File: src/rtl/clkgen_pkg.sv
package clkgen_pkg;

    localparam int WORD_W    = 32;
    localparam int DIV_W     = 8;
    localparam int SEL_W     = 4;
    localparam int SEL_MAX   = 10;
    localparam int PRE_CNT_W = SEL_MAX;
    localparam int NUM_PATHS = 2;

    localparam int A_DIV_LSB = 0;
    localparam int A_SEL_LSB = 8;
    localparam int B_DIV_LSB = 16;
    localparam int B_SEL_LSB = 24;

    typedef struct packed {
        logic [SEL_W-1:0] sel;
        logic [DIV_W-1:0] div;
    } path_cfg_t;

    function automatic logic path_enabled(input path_cfg_t c);
        return (c.div != '0) && (c.sel <= SEL_W'(SEL_MAX));
    endfunction

    function automatic logic [PRE_CNT_W-1:0] pre_last(input logic [SEL_W-1:0] sel);
        logic [31:0] full;
        if (sel > SEL_W'(SEL_MAX)) begin
            full = 32'd0;
        end else begin
            full = (32'd1 << sel) - 32'd1;
        end
        return full[PRE_CNT_W-1:0];
    endfunction

    function automatic int div_lsb(input int idx);
        return (idx == 0) ? A_DIV_LSB : B_DIV_LSB;
    endfunction

    function automatic int sel_lsb(input int idx);
        return (idx == 0) ? A_SEL_LSB : B_SEL_LSB;
    endfunction

endpackage

File: src/rtl/clkgen_mode_reg.sv
module clkgen_mode_reg
    import clkgen_pkg::*;
(
    input  logic              clk,
    input  logic              rst,
    input  logic              we,
    input  logic [WORD_W-1:0] wdata,
    output logic [WORD_W-1:0] rdata,
    output path_cfg_t         cfg [NUM_PATHS],
    output logic              restart
);
    path_cfg_t cfg_q [NUM_PATHS];

    for (genvar g = 0; g < NUM_PATHS; g++) begin : g_field
        localparam int DL = div_lsb(g);
        localparam int SL = sel_lsb(g);

        always_ff @(posedge clk) begin
            if (rst) begin
                cfg_q[g] <= '0;
            end else if (we) begin
                cfg_q[g].div <= wdata[DL +: DIV_W];
                cfg_q[g].sel <= wdata[SL +: SEL_W];
            end
        end

        assign cfg[g] = cfg_q[g];
    end

    always_comb begin
        rdata = '0;
        for (int i = 0; i < NUM_PATHS; i++) begin
            rdata[div_lsb(i) +: DIV_W] = cfg_q[i].div;
            rdata[sel_lsb(i) +: SEL_W] = cfg_q[i].sel;
        end
    end

    assign restart = we;
endmodule

File: src/rtl/clkgen_prescaler.sv
module clkgen_prescaler
    import clkgen_pkg::*;
(
    input  logic             clk,
    input  logic             rst,
    input  logic             clear,
    input  logic [SEL_W-1:0] sel,
    output logic             tick
);
    logic [PRE_CNT_W-1:0] cnt;
    logic [PRE_CNT_W-1:0] last;

    assign last = pre_last(sel);
    assign tick = (cnt == last);

    always_ff @(posedge clk) begin
        if (rst || clear) begin
            cnt <= '0;
        end else if (tick) begin
            cnt <= '0;
        end else begin
            cnt <= cnt + 1'b1;
        end
    end
endmodule

File: src/rtl/clkgen_divider.sv
module clkgen_divider
    import clkgen_pkg::*;
(
    input  logic             clk,
    input  logic             rst,
    input  logic             clear,
    input  logic             step,
    input  logic [DIV_W-1:0] div,
    output logic             done
);
    logic [DIV_W-1:0] cnt;
    logic             at_end;

    assign at_end = (cnt == div - 1'b1);
    assign done   = step && at_end;

    always_ff @(posedge clk) begin
        if (rst || clear) begin
            cnt <= '0;
        end else if (step) begin
            cnt <= at_end ? '0 : cnt + 1'b1;
        end
    end
endmodule

File: src/rtl/clkgen_path.sv
module clkgen_path
    import clkgen_pkg::*;
(
    input  logic      clk,
    input  logic      rst,
    input  logic      restart,
    input  path_cfg_t cfg,
    output logic      strobe
);
    logic en;
    logic hold;
    logic pre_tick;
    logic div_done;

    assign en   = path_enabled(cfg);
    assign hold = restart || !en;

    clkgen_prescaler u_pre (
        .clk   (clk),
        .rst   (rst),
        .clear (hold),
        .sel   (cfg.sel),
        .tick  (pre_tick)
    );

    clkgen_divider u_div (
        .clk   (clk),
        .rst   (rst),
        .clear (hold),
        .step  (pre_tick),
        .div   (cfg.div),
        .done  (div_done)
    );

    always_ff @(posedge clk) begin
        if (rst || restart) begin
            strobe <= 1'b0;
        end else begin
            strobe <= en && div_done;
        end
    end
endmodule

File: src/rtl/pwm_clk_enable_gen.sv
module pwm_clk_enable_gen
    import clkgen_pkg::*;
(
    input  logic              clk,
    input  logic              rst,
    input  logic              cfg_we,
    input  logic [WORD_W-1:0] cfg_wdata,
    output logic [WORD_W-1:0] cfg_rdata,
    output logic              tick_a,
    output logic              tick_b
);
    path_cfg_t             cfg [NUM_PATHS];
    logic                  restart;
    logic [NUM_PATHS-1:0]  ticks;

    clkgen_mode_reg u_mode (
        .clk     (clk),
        .rst     (rst),
        .we      (cfg_we),
        .wdata   (cfg_wdata),
        .rdata   (cfg_rdata),
        .cfg     (cfg),
        .restart (restart)
    );

    for (genvar g = 0; g < NUM_PATHS; g++) begin : g_path
        clkgen_path u_path (
            .clk     (clk),
            .rst     (rst),
            .restart (restart),
            .cfg     (cfg[g]),
            .strobe  (ticks[g])
        );
    end

    assign tick_a = ticks[0];
    assign tick_b = ticks[1];
endmodule

File: config.mk
export PLATFORM = sky130hd
export DESIGN_NAME = pwm_clk_enable_gen
export DESIGN_NICKNAME = d
export VERILOG_FILES = /design/src/rtl/clkgen_pkg.sv /design/src/rtl/clkgen_mode_reg.sv /design/src/rtl/clkgen_prescaler.sv /design/src/rtl/clkgen_divider.sv /design/src/rtl/clkgen_path.sv /design/src/rtl/pwm_clk_enable_gen.sv
export SDC_FILE = /design/constraint.sdc
export NUM_CORES = 1
export LEC_CHECK = 0
export BUFFER_PORTS_ARGS = -buffer_cell sky130_fd_sc_hd__buf_2
export CAP_MARGIN = 20
export CELL_PAD_IN_SITES_DETAIL_PLACEMENT = 0
export CELL_PAD_IN_SITES_GLOBAL_PLACEMENT = 1
export CORE_MARGIN = 5
export CORE_UTILIZATION = 45
export CTS_CLUSTER_DIAMETER = 50
export DETAILED_ROUTE_END_ITERATION = 8
export PLACE_DENSITY_LB_ADDON = 0.1
export SLEW_MARGIN = 5
export SYNTH_ARGS = -nofsm -noshare
export SYNTH_HDL_FRONTEND = slang
export SYNTH_SLANG_ARGS = --single-unit
File: constraint.sdc
create_clock -name clk -period 9.8 [get_ports clk]
set_input_delay 0.49 -clock clk [delete_from_list [all_inputs] [get_ports clk]]
set_output_delay 0.49 -clock clk [all_outputs]
set_load 0.05 [all_outputs]
==> impl_results.md <==
- Grt ovf: 0
- Post-cts resize count: 0
- CP required: 10070 ps
- Worst-path fanout max: 21
- Place WS: 6110 ps
- Remaining DRCs: 0
- Logic gate share of total power: 0.209
- Max VDD drop: 0.0764 mV
- Yosys synthesis warning count: 0
- Switching pwr: ~0.21 mW
- Biggest area consumer among synthesized cells: dfxtp_1
- Commonest non-fill, non-tap cell in the layout: buf_2
- Post-synthesis sequential area ratio: 0.363
- Routed WL: between 9000 and 10000 µm
- Die ar.: 11100 µm²
- Num CTS Buffers: 9
- Initial antenna violation count: 0
- GRT Overall Usage: 0.175
- Synth Flop Type: dfxtp_1
- Hold slack: 423 ps
- Average cell area after synthesis: around 8.6 µm²
- Gp weighted congestion: ~0.78
- Crit path largest cell delay: 700 ps
- Initial core utilization: 0.466
- PwrDens: 146 nW/µm²
- Drt pass-1 iters: 4
- HP Class: input pin to register
- Worst-path clk slew: roughly 70 ps
- Post-synth EDFFs: 24
- Vias: 3464
- Int Power: about 0.44 mW
- Io pins: 69
- Number of port buffers: 52
- Core area: slightly below 9000 µm²
- Max Clock Skew: between 6 and 7 ps
- Final Hold Fails: 0
- Sw Share: 0.325
- Post-CTS setup buffers: 0
- Clock tree sinks: 62
- Critical Path End Type: register
- Critical path class: register to register
- Crit-path cells: nor3_1, nand2_1, ha_1, nor3_1, a22oi_1, o311ai_2, o2111ai_1, or4b_1, or4_1, a21oi_1
- Yosys cell types: 70
- Max Fclk: approximately 270 MHz
- Dpl hpwl: 6660 µm
- Row cnt: 34
- Post-synthesis cell count: ~480
- Clk pwr share: 0.333
- Worst skew pair latency: about 340 ps
- Die height: around 110 µm
- RSZ-0062 raised after global routing: false
- DR iter-0 viols: about 110
- Worst Tran Pin Value: between 900 and 1000 ps
- Vias/cell: about 5.5
- Top delay family on crit path: simple AND/OR/NAND/NOR gates
- CTS tree: yes
- Drt wl/cell: ~15 µm
- Area grow syn2layout: 10.8%
- Area after DPL: approximately 4300 µm²
- Max H-tree Level: 3
- First-pass GRT wire length: between 15000 and 20000 µm
- Overall Power: approximately 0.66 mW
- Clk buf depth: 2
- CP max stage cell: or4b_1
- Worst path most repeated cell: nor3_1
- Most frequent cells in the layout: 54 x buf_2, 43 x nand2_1, 42 x nor2_1
- Clock root cell: clkbuf_8
- Max-cap violations: 0
- WP buf/inv: 0
- Synth top area share: 0.186
- Setup TNS: 0 ps
- Detail Route Antenna Nets: 0
- Worst Slack Setup Final: around 6100 ps
- Period utilization: 0.381
- Seq cells post-synth: 62
- Fin. max-slew vios: 0
- Final net count: 559
- Asr flop ratio synth: 0
- Tmin final: between 3000 and 4000 ps
- Sequential cell fraction of total power: 0.458
- Final setup vio count: 0
- Die Wd: around 110 µm
- Layout cells sized above 1: 0.152
- Dominant cells by area after synthesis: dfxtp_1 19%, edfxtp_1 18%, xnor2_1 5.6%, and2_1 4.0%, nand2_1 4.0%
- Critical Path Source Type: register
- Vias in the first global route: approximately 3300
- Slew HR: 0.354
- ANT cells: 0
- Largest net degree at the start of global routing: 25
- Post-route cell area: 4520 µm²
- Pleak: roughly 1.7 nW
- Post-CTS Hold Buffers: 0
- Mapped Area: 4080 µm²
- Run status: finished, final reports clean
- Worst Path Arrival: roughly 4000 ps
[cell type report]
class | count | area, µm²
clock inverter | 4 | 47.5
inverter | 13 | 48.8
fill | 849 | 4240
tap | 108 | 135
sequential | 62 | 1480
clock buffer | 12 | 135
timing repair buffer | 55 | 278
multi-input combinational | 375 | 2390
[per-stage QoR]
step / utilization / std cells
after floorplan: - / 483
after global placement: 0.494 / 611
after detailed placement: 0.494 / 611
after CTS: 0.515 / 627
after global routing: 0.516 / 629
final: 0.516 / 629
[power by group through the flow]
stage	Combinational (mW)	Clock, mW	Sequential (mW)
after floorplan	0.0925	0	0.324
after global placement	0.135	0	0.307
after detailed placement	0.137	0	0.307
after CTS	0.138	0.227	0.302
after global routing	0.152	0.237	0.305
final	0.138	0.220	0.302
[sequential cells by signal (all words and copies together) (netlist names)]
signal,count
g_path.u_path.u_div.cnt,16
g_path.u_path.u_pre.cnt,20
u_mode.cfg_q,24
g_path.u_path.strobe,2
[worst paths after layout]
kind / startpoint / endpoint / slack, ps / depth (start not counted)
worst max-delay path: u_mode.cfg_q[1][9] / g_path[1].u_path.u_div.cnt[7] / 6070 / 10
worst min-delay path: cfg_wdata[11] / u_mode.cfg_q[0][11] / 420 / 2
worst max register to register: u_mode.cfg_q[1][9] / g_path[1].u_path.u_div.cnt[7] / 6070 / 10
worst min register to register: g_path[0].u_path.u_div.cnt[7] / g_path[0].u_path.u_div.cnt[7] / 500 / 2
[worst register-to-register path, stage by stage, from the launching register on]
cell       delay [ps]
edfxtp_1          680
nor3_1            370
nand2_1           100
ha_1              310
nor3_1            330
a22oi_1           180
o311ai_2          120
o2111ai_1         190
or4b_1            700
or4_1             540
a21oi_1           150
[kinds of logic (layout without fill, tap and decap cells)]
family	Yosys count	after routing	synth area share
xor gates and xnor gates	44	44	0.0944
other	1	8	0.000919
adders and majority gates	9	9	0.0270
muxes	2	2	0.00491
AOI/OAI and AO/OA	100	100	0.175
buffers and inverters	46	84	0.0567
and+or+nand+nor	212	212	0.278
DFF	62	62	0.363
[cell usage after synthesis, types with 4 or more instances]
library cell / n
buf_4: 11
o31ai_1: 6
a21o_1: 4
a211oi_1: 6
nand4b_1: 6
or3_1: 7
inv_1: 12
buf_2: 8
dfxtp_1: 38
nor2b_1: 4
xnor2_1: 26
o21ai_0: 7
a21oi_1: 27
o22ai_1: 8
clkbuf_1: 12
nand3b_1: 4
nand3_1: 22
ha_1: 8
nand2b_1: 13
nor2_1: 42
o211ai_1: 5
and2_1: 26
and3_1: 9
nand2_1: 43
edfxtp_1: 24
nor3_1: 12
xor2_1: 18
[layer usage]
metal  vias up  global-route usage  routed length, µm
met3        12              0.0458                531
met1      1601               0.242               4660
li1       1769                   -                  -
met2        82               0.269               4100
met4         0              0.0548                130
met5         -                   0                  0
(Power assumes the default switching activity.)
